===== src/rtl/mgmt_pkg.sv =====
package mgmt_pkg;
  localparam int ADDR_W   = 5;
  localparam int DATA_W   = 16;
  localparam int PRE_LEN  = 32;
  localparam int HDR_LEN  = 4 + 2 * ADDR_W;
  localparam int WBODY_W  = HDR_LEN + 2 + DATA_W;

  localparam logic [1:0] CODE_START = 2'b01;
  localparam logic [1:0] CODE_RD    = 2'b10;
  localparam logic [1:0] CODE_WR    = 2'b01;
  localparam logic [1:0] CODE_TA    = 2'b10;

  typedef enum logic [3:0] {
    ST_IDLE,
    ST_PRE,
    ST_HDR,
    ST_WIDLE,
    ST_RIDLE,
    ST_ACK,
    ST_RDATA,
    ST_TRAIL,
    ST_DONE
  } mgmt_state_t;
endpackage


===== src/rtl/mgmt_clk_gen.sv =====
module mgmt_clk_gen #(
  parameter int CLK_DIV = 8
) (
  input  logic clk,
  input  logic rst_n,
  input  logic run,
  output logic mdc,
  output logic sample_pt,
  output logic slot_end
);
  localparam int HALF = CLK_DIV / 2;
  localparam int CW   = (CLK_DIV > 2) ? $clog2(CLK_DIV) : 1;
  localparam logic [CW-1:0] HALF_C = CW'(HALF);
  localparam logic [CW-1:0] LAST_C = CW'(CLK_DIV - 1);
  localparam logic [CW-1:0] SAMP_C = CW'(HALF - 1);

  logic [CW-1:0] cnt_q;

  always_ff @(posedge clk or negedge rst_n) begin
    if (!rst_n) begin
      cnt_q <= '0;
    end else if (!run || cnt_q == LAST_C) begin
      cnt_q <= '0;
    end else begin
      cnt_q <= cnt_q + 1'b1;
    end
  end

  assign mdc       = run && (cnt_q >= HALF_C);
  assign sample_pt = run && (cnt_q == SAMP_C);
  assign slot_end  = run && (cnt_q == LAST_C);
endmodule


===== src/rtl/mgmt_tx_shift.sv =====
module mgmt_tx_shift #(
  parameter int W = 32
) (
  input  logic         clk,
  input  logic         rst_n,
  input  logic         load,
  input  logic [W-1:0] load_word,
  input  logic         shift,
  output logic         msb
);
  logic [W-1:0] sh_q;

  always_ff @(posedge clk or negedge rst_n) begin
    if (!rst_n) begin
      sh_q <= '0;
    end else if (load) begin
      sh_q <= load_word;
    end else if (shift) begin
      sh_q <= {sh_q[W-2:0], 1'b0};
    end
  end

  assign msb = sh_q[W-1];
endmodule


===== src/rtl/mgmt_rx_shift.sv =====
module mgmt_rx_shift #(
  parameter int W = 16
) (
  input  logic         clk,
  input  logic         rst_n,
  input  logic         clear,
  input  logic         capture,
  input  logic         din,
  output logic [W-1:0] data
);
  always_ff @(posedge clk or negedge rst_n) begin
    if (!rst_n) begin
      data <= '0;
    end else if (clear) begin
      data <= '0;
    end else if (capture) begin
      data <= {data[W-2:0], din};
    end
  end
endmodule


===== src/rtl/mgmt_serial_master.sv =====
module mgmt_serial_master
  import mgmt_pkg::*;
#(
  parameter int CLK_DIV = 8
) (
  input  logic              clk,
  input  logic              rst_n,
  input  logic              cmd_valid,
  output logic              cmd_ready,
  input  logic              cmd_read,
  input  logic [ADDR_W-1:0] cmd_phy,
  input  logic [ADDR_W-1:0] cmd_regad,
  input  logic [DATA_W-1:0] cmd_wdata,
  output logic              busy,
  output logic              rsp_valid,
  output logic [DATA_W-1:0] rsp_rdata,
  output logic              rsp_err,
  output logic              mdc,
  output logic              mdio_o,
  output logic              mdio_oe,
  input  logic              mdio_i
);
  localparam int BW = $clog2(WBODY_W);

  mgmt_state_t   state_q;
  logic [BW-1:0] bcnt_q;
  logic          is_rd_q;
  logic          err_q;
  logic          accept;
  logic          run;
  logic          sample_pt;
  logic          slot_end;
  logic          tx_msb;
  logic          rx_cap;
  logic [WBODY_W-1:0] tx_word;

  assign accept = cmd_valid && (state_q == ST_IDLE);
  assign run    = (state_q != ST_IDLE) && (state_q != ST_DONE);

  // Write frame: header, turnaround, data; a read uses only the header bits.
  assign tx_word = cmd_read
    ? {CODE_START, CODE_RD, cmd_phy, cmd_regad, {(2 + DATA_W){1'b0}}}
    : {CODE_START, CODE_WR, cmd_phy, cmd_regad, CODE_TA, cmd_wdata};

  mgmt_clk_gen #(.CLK_DIV(CLK_DIV)) clk_gen_i (
    .clk       (clk),
    .rst_n     (rst_n),
    .run       (run),
    .mdc       (mdc),
    .sample_pt (sample_pt),
    .slot_end  (slot_end)
  );

  mgmt_tx_shift #(.W(WBODY_W)) tx_i (
    .clk       (clk),
    .rst_n     (rst_n),
    .load      (accept),
    .load_word (tx_word),
    .shift     ((state_q == ST_HDR) && slot_end),
    .msb       (tx_msb)
  );

  assign rx_cap = (state_q == ST_RDATA) && sample_pt && !err_q;

  mgmt_rx_shift #(.W(DATA_W)) rx_i (
    .clk     (clk),
    .rst_n   (rst_n),
    .clear   (accept),
    .capture (rx_cap),
    .din     (mdio_i),
    .data    (rsp_rdata)
  );

  always_ff @(posedge clk or negedge rst_n) begin
    if (!rst_n) begin
      state_q <= ST_IDLE;
      bcnt_q  <= '0;
      is_rd_q <= 1'b0;
      err_q   <= 1'b0;
    end else begin
      case (state_q)
        ST_IDLE: begin
          if (accept) begin
            state_q <= ST_PRE;
            bcnt_q  <= BW'(PRE_LEN - 1);
            is_rd_q <= cmd_read;
            err_q   <= 1'b0;
          end
        end
        ST_PRE: begin
          if (slot_end) begin
            if (bcnt_q == '0) begin
              state_q <= ST_HDR;
              bcnt_q  <= is_rd_q ? BW'(HDR_LEN - 1) : BW'(WBODY_W - 1);
            end else begin
              bcnt_q <= bcnt_q - 1'b1;
            end
          end
        end
        ST_HDR: begin
          if (slot_end) begin
            if (bcnt_q == '0) begin
              state_q <= is_rd_q ? ST_RIDLE : ST_WIDLE;
            end else begin
              bcnt_q <= bcnt_q - 1'b1;
            end
          end
        end
        ST_WIDLE: if (slot_end) state_q <= ST_DONE;
        ST_RIDLE: if (slot_end) state_q <= ST_ACK;
        ST_ACK: begin
          if (sample_pt) err_q <= mdio_i;
          if (slot_end) begin
            state_q <= ST_RDATA;
            bcnt_q  <= BW'(DATA_W - 1);
          end
        end
        ST_RDATA: begin
          if (slot_end) begin
            if (bcnt_q == '0) begin
              state_q <= ST_TRAIL;
            end else begin
              bcnt_q <= bcnt_q - 1'b1;
            end
          end
        end
        ST_TRAIL: if (slot_end) state_q <= ST_DONE;
        ST_DONE:  state_q <= ST_IDLE;
        default:  state_q <= ST_IDLE;
      endcase
    end
  end

  always_comb begin
    mdio_oe = 1'b0;
    mdio_o  = 1'b0;
    case (state_q)
      ST_PRE:   begin mdio_oe = 1'b1; mdio_o = 1'b1;   end
      ST_HDR:   begin mdio_oe = 1'b1; mdio_o = tx_msb; end
      ST_WIDLE: begin mdio_oe = 1'b1; mdio_o = 1'b1;   end
      default:  begin mdio_oe = 1'b0; mdio_o = 1'b0;   end
    endcase
  end

  assign cmd_ready = (state_q == ST_IDLE);
  assign busy      = (state_q != ST_IDLE);
  assign rsp_valid = (state_q == ST_DONE);
  assign rsp_err   = err_q;
endmodule


===== config.mk =====
export PLATFORM = sky130hd
export DESIGN_NAME = mgmt_serial_master
export DESIGN_NICKNAME = d
export VERILOG_FILES = /design/src/rtl/mgmt_pkg.sv /design/src/rtl/mgmt_clk_gen.sv /design/src/rtl/mgmt_tx_shift.sv /design/src/rtl/mgmt_rx_shift.sv /design/src/rtl/mgmt_serial_master.sv
export SDC_FILE = /design/constraint.sdc
export NUM_CORES = 1
export LEC_CHECK = 0
export CAP_MARGIN = 25
export CORE_MARGIN = 2
export CORE_UTILIZATION = 36
export DETAILED_ROUTE_END_ITERATION = 7
export DONT_BUFFER_PORTS = 1
export MAX_ROUTING_LAYER = met4
export PLACE_DENSITY = 0.53
export SLEW_MARGIN = 10
export SYNTH_ARGS = -nofsm -noshare
export SYNTH_HDL_FRONTEND = slang
export SYNTH_SLANG_ARGS = --single-unit

===== constraint.sdc =====
create_clock -name clk -period 3.45 [get_ports clk]
set_input_delay 0.1725 -clock clk [delete_from_list [all_inputs] [get_ports clk]]
set_output_delay 0.1725 -clock clk [all_outputs]
set_load 0.02 [all_outputs]

After elaboration in Yosys (flattened, before gate mapping)
Index checks and enable logic that the tools add are counted.
- output and inout bits: 23
- register bits: 62
- memories kept: 0
- bits in writable memories: 0
- logic and storage cells: 91
- bits in latches: 0
- input port bits: 31
- memory bits (read-only): 0
- magnitude comparators: 1
- eq/ne operators: 24
- mux-type cells: 31
- reduce and logical (&&, ||, !) cells: 26
- bitwise operators: 0
- div/mod/pow operators: 0
- $add $sub $neg: 2
- shift-type cells: 0
- multiply operators: 0
- operator list (kind ; number):
    $mux 32 ; 2
    $mux 4 ; 10
    $mux 5 ; 7
    $mux 16 ; 2
    $mux 30 ; 1
    $pmux 4 s7 ; 1
    $pmux 5 s4 ; 1
    $eq 4x3->1 const B ; 4
    $ne 2x2->1 const B ; 8
    $ne 2x1->1 const B ; 5
    $reduce_and 10->1 ; 1
    $eq 4x2->1 const B ; 2
    $logic_and 1x1->1 ; 8
    $reduce_bool 4->1 ; 2
    $mux 3 ; 2
    $reduce_and 6->1 ; 1
    $reduce_bool 2->1 ; 3
    $reduce_or 2->1 ; 3
    $logic_not 5->1 ; 1
    $sub 5x1->5 const B ; 1
    $eq 4x1->1 const B ; 1
    $eq 4x4->1 const B ; 1
    $logic_not 4->1 ; 1
    $ne 4x4->1 const B ; 1
    other kinds (11) ; 15

Logic depth before layout (Yosys ltp)
- depth after elaboration: 7
- mapped depth: 8

Modules after synthesis
A second synthesis with hierarchy kept.
- cells, all modules: 314
- area, all modules: 3285.7 µm²
- by module, submodules not included (module ; sequential area each (µm²) ; cells an instance ; times used ; area each (µm²)):
    mgmt_tx_shift ; 800.8 ; 139 ; 1 ; 1512.7
    mgmt_serial_master ; 275.3 ; 110 ; 1 ; 942.2
    mgmt_rx_shift ; 400.4 ; 52 ; 1 ; 660.6
    mgmt_clk_gen ; 75.1 ; 13 ; 1 ; 170.2

Worst setup path after synthesis
Ideal clock, no wire load.
- kind: register -> register
- from: register bcnt_q[0]
- to: register bcnt_q[0]
- cell stages (with the launch flop): 7
- path buffers: 0
- period minus slack after synthesis: 2091 ps
- data required time: 3325 ps
- path slack: 1359 ps
- data arrival time: 1966 ps
- path through: dfrtp_1 > inv_1 > ha_1 > or4b_4 > a311oi_4 > or2_4 > mux2_4
- cells in the longest elaborated chain, start to end: 4
- elaborated cells between the ends (all ways): 9
- classes of those cells: add/sub: 1; eq/ne: 1; mux: 5; reduce/logical: 2
- RTL lines (item ; line ; text):
    start: declaration ; mgmt_serial_master.sv:26 ; logic [BW-1:0] bcnt_q;
    start signal: assignment ; mgmt_serial_master.sv:85 ; bcnt_q <= BW'(PRE_LEN - 1);
    start signal: assignment ; mgmt_serial_master.sv:94 ; bcnt_q <= is_rd_q ? BW'(HDR_LEN - 1) : BW'(WBODY_W - 1);
    start signal: assignment ; mgmt_serial_master.sv:96 ; bcnt_q <= bcnt_q - 1'b1;
    $sub 5x1->5 or $logic_not 5->1 (tied branches) ; -- ;
    $mux 5 (on tied branches) ; mgmt_serial_master.sv:102, mgmt_serial_master.sv:120, mgmt_serial_master.sv:92 ;
    $mux 5 (on tied branches) ; mgmt_serial_master.sv:119, mgmt_serial_master.sv:91 ;
    $pmux 5 s4 ; mgmt_serial_master.sv:81 ; case (state_q)
Several ways; a longest one is shown, not always the timed one. The select of a mux whose other input is x is not followed.
A chain may end at the register's enable or synchronous reset.

Worst setup path in the final report
Ends and elaborated chain as after synthesis.

==> out/results.tsv <==
stage	metric	value	unit
final_layout	multi-input logic area	0.00140	mm²
clocking	Worst-path clk slew	0.07	ns
routing	starting DRC count in detailed routing	115	
routing	DRC viols	0	
timing	Slew Viols, Final	0	
yosys	syn avg cell area	9.93	µm²
yosys	Async SR Flop Fraction	1.00	
die	FP Rows	33	
die	I/O pin total	54	
yosys	Post-synth top flop	dfrtp_1	
clocking	Num CTS Buffers	9	
power_and_ir_drop	PwrDens	785	mW/mm²
global_routing	largest net degree at the start of global routing	74	
power_and_ir_drop	Peak supply drop	312	µV
clocking	# Post-CTS Setup Buffers	0	
yosys	Synthesis Warnings	0	
global_routing	Overflow after GRT	0	
clocking	clk sinks	62	
global_routing	initial antenna violation count	0	
clocking	Skew-Pair Late Insertion Delay	0.34	ns
timing	Rel. slew slack	0.361	
setup_path	Startpoint Class	register	
min_path	worst hold path type	input port to register	
final_layout	commonest non-fill, non-tap cells in the layout	dfrtp_1 (62), nand2_1 (52), o21ai_0 (36)	
final_layout	Nets	366	
setup_path	Slowest cell on crit path	or4b_4	
clocking	CTS Hold Bufs	30	
routing	metal1 wirelength	2970	µm
setup_path	Crit Path Max Fanout	5	
routing	Total Wirelength	6430	µm
place	Placer Congestion	0.896	
die	Core Area	0.00822	mm²
routing	wire length on met3	356	µm
power_and_ir_drop	total power	2.87	mW
final_layout	Core Util, Final	0.445	
setup_path	Worst EP arrival	2.46	ns
yosys	sequential-to-total area share from yosys stat	0.509	
global_routing	first-pass GRT wire length	11100	µm
final_layout	# diodes	0	
place	port buffer count	0	
die	die area	0.00922	mm²
timing	Final Skew	0.00755	ns
routing	DR pass1 iterations	7	
routing	WL met2	3030	µm
die	die height	96.0	µm
timing	# setup viols final	0	
yosys	Distinct cells, synth	45	
timing	fmax	448	MHz
place	pre-CTS setup slack	1.24	ns
routing	WL/cell	14.6	µm
setup_path	critical-path cell list	inv_1 -> ha_1 -> or4b_4 -> a311oi_4 -> or2_4 -> mux2_4	
routing	antenna-violating nets left	0	
final_layout	fillers	781	
place	post-DP HPWL	3840	µm
yosys	Post-synth EDFFs	0	
timing	unrepaired setup endpoints after global routing	false	
setup_path	CP max stage delay	0.52	ns
final_layout	Area Growth Syn to Fin	19.9	%
timing	Sum Neg Setup Slack	0	ns
final_layout	sequential standard cell area	0.00155	mm²
timing	final period utilization	0.646	
status	outcome	finished, final reports clean	
timing	Final Hold Violating Endpoints	0	
clocking	Max Buffers Root-to-Sink	2	
final_layout	commonest non-fill, non-tap cell in the layout	dfrtp_1	
clocking	root buf cell	clkbuf_8	
timing	Final min period	2.23	ns
global_routing	Tot GR Track Use	0.161	
clocking	H-tree levels	3	
setup_path	critical path class	register to register	
yosys	Syn Std Cell Area	0.00305	mm²
final_layout	fraction of layout cells with a size suffix above 1	0.0982	
yosys	Post-Synthesis Cells	307	
timing	Worst-Margin Slew	0.953	ns
global_routing	vias in the first global route	2263	
setup_path	Worst Path Required	3.68	ns
yosys	flops & latches, synth	62	
die	DIE WIDTH	96.0	µm
routing	DR vias/cell	5.23	
clocking	TritonCTS clock tree	done	
die	initial core utilization	0.371	
yosys	Synth Net Count	342	
clocking	CTS resizes	0	
power_and_ir_drop	leakage	1.58	nW
routing	Highest Signal Layer	met4	
routing	vias	2307	
setup_path	CP Capture Type	register	
job	Max Cap Violations	0	
timing	Final WS setup	1.22	ns
-- cell type report --
class | instances | share of cell area
flip-flops and latches | 62 | 0.424
multi-input cells | 220 | 0.383
repair buffers | 33 | 0.0931
well taps | 105 | 0.0359
clock buffers | 10 | 0.0349
clock inverters | 6 | 0.0236
inverters | 5 | 0.00513
-- flip-flops by register name, summed over array words and instances (netlist names) --
| signal | cells |
|---|---|
| tx_i.sh_q | 32 |
| rx_i.data | 16 |
| bcnt_q | 5 |
| state_q | 4 |
| clk_gen_i.cnt_q | 3 |
| is_rd_q | 1 |
| rsp_err | 1 |
-- worst paths after layout --
check,from,endpoint,slack (ns),cells past startpoint
worst max-delay path,bcnt_q[0],bcnt_q[0],1.22,6
worst min-delay path,cmd_read,tx_i.sh_q[10],0.02,2
worst max register to register,bcnt_q[0],bcnt_q[0],1.22,6
worst min register to register,clk_gen_i.cnt_q[0],clk_gen_i.cnt_q[0],0.44,1
max in group asynchronous,rst_n,bcnt_q[0],2.82,2
min in group asynchronous,rst_n,state_q[2],0.34,2
-- synth_stat cells, drive strengths merged, types with 2 or more instances --
cell type | number | share of area
or3 | 2 | 0.0045
mux2i | 31 | 0.10
buf | 12 | 0.020
or2 | 2 | 0.0049
clkbuf | 8 | 0.0098
a21oi | 22 | 0.036
ha | 4 | 0.016
nor3 | 9 | 0.015
nand2b | 3 | 0.0062
nor2 | 9 | 0.011
o21ai | 38 | 0.062
nor4b | 2 | 0.0078
and2 | 3 | 0.0062
dfrtp | 62 | 0.51
inv | 5 | 0.0062
nand3b | 17 | 0.042
a211oi | 2 | 0.0049
or4b | 2 | 0.0078
nand2 | 52 | 0.064
nand3 | 4 | 0.0066
-- critical path: cells and delay by family, from the launching register on --
| family | cells | cell delay [ns] |
|---|---|---|
| simple gates | 2 | 0.73 |
| flops | 1 | 0.42 |
| compound gates | 1 | 0.39 |
| buf+inv | 1 | 0.07 |
| fa+ha+maj | 1 | 0.21 |
| mux | 1 | 0.29 |
-- cells by family after synthesis --
group,synth area share
muxes,0.107
buffers and inverters,0.0357
and+or+nand+nor,0.196
adders and majority gates,0.0164
DFF,0.509
AOI/OAI and AO/OA,0.137
-- power breakdown --
group / internal (mW) / switching (mW)
Combinational: 0.350 / 0.366
Sequential: 1.05 / 0.407
Clock: 0.406 / 0.295
Total: 1.80 / 1.07
-- layer usage --
layer | vias up | global-route usage
met5 | - | -
met1 | 1110 | 0.200
met3 | 6 | 0.0525
met4 | 0 | 0.0500
met2 | 65 | 0.251
li1 | 1126 | -
-- per-stage QoR --
stage,instances,cell area [µm²],hold WS [ns]
finish,441,3660,0.0213
global route,441,3660,0.00600
CTS,441,3660,0.00118
detailed placement,395,3120,-0.120
global placement,395,3120,-0.120
floorplan,307,3050,-0.123
No activity file was read; power rests on OpenSTA's default activity.
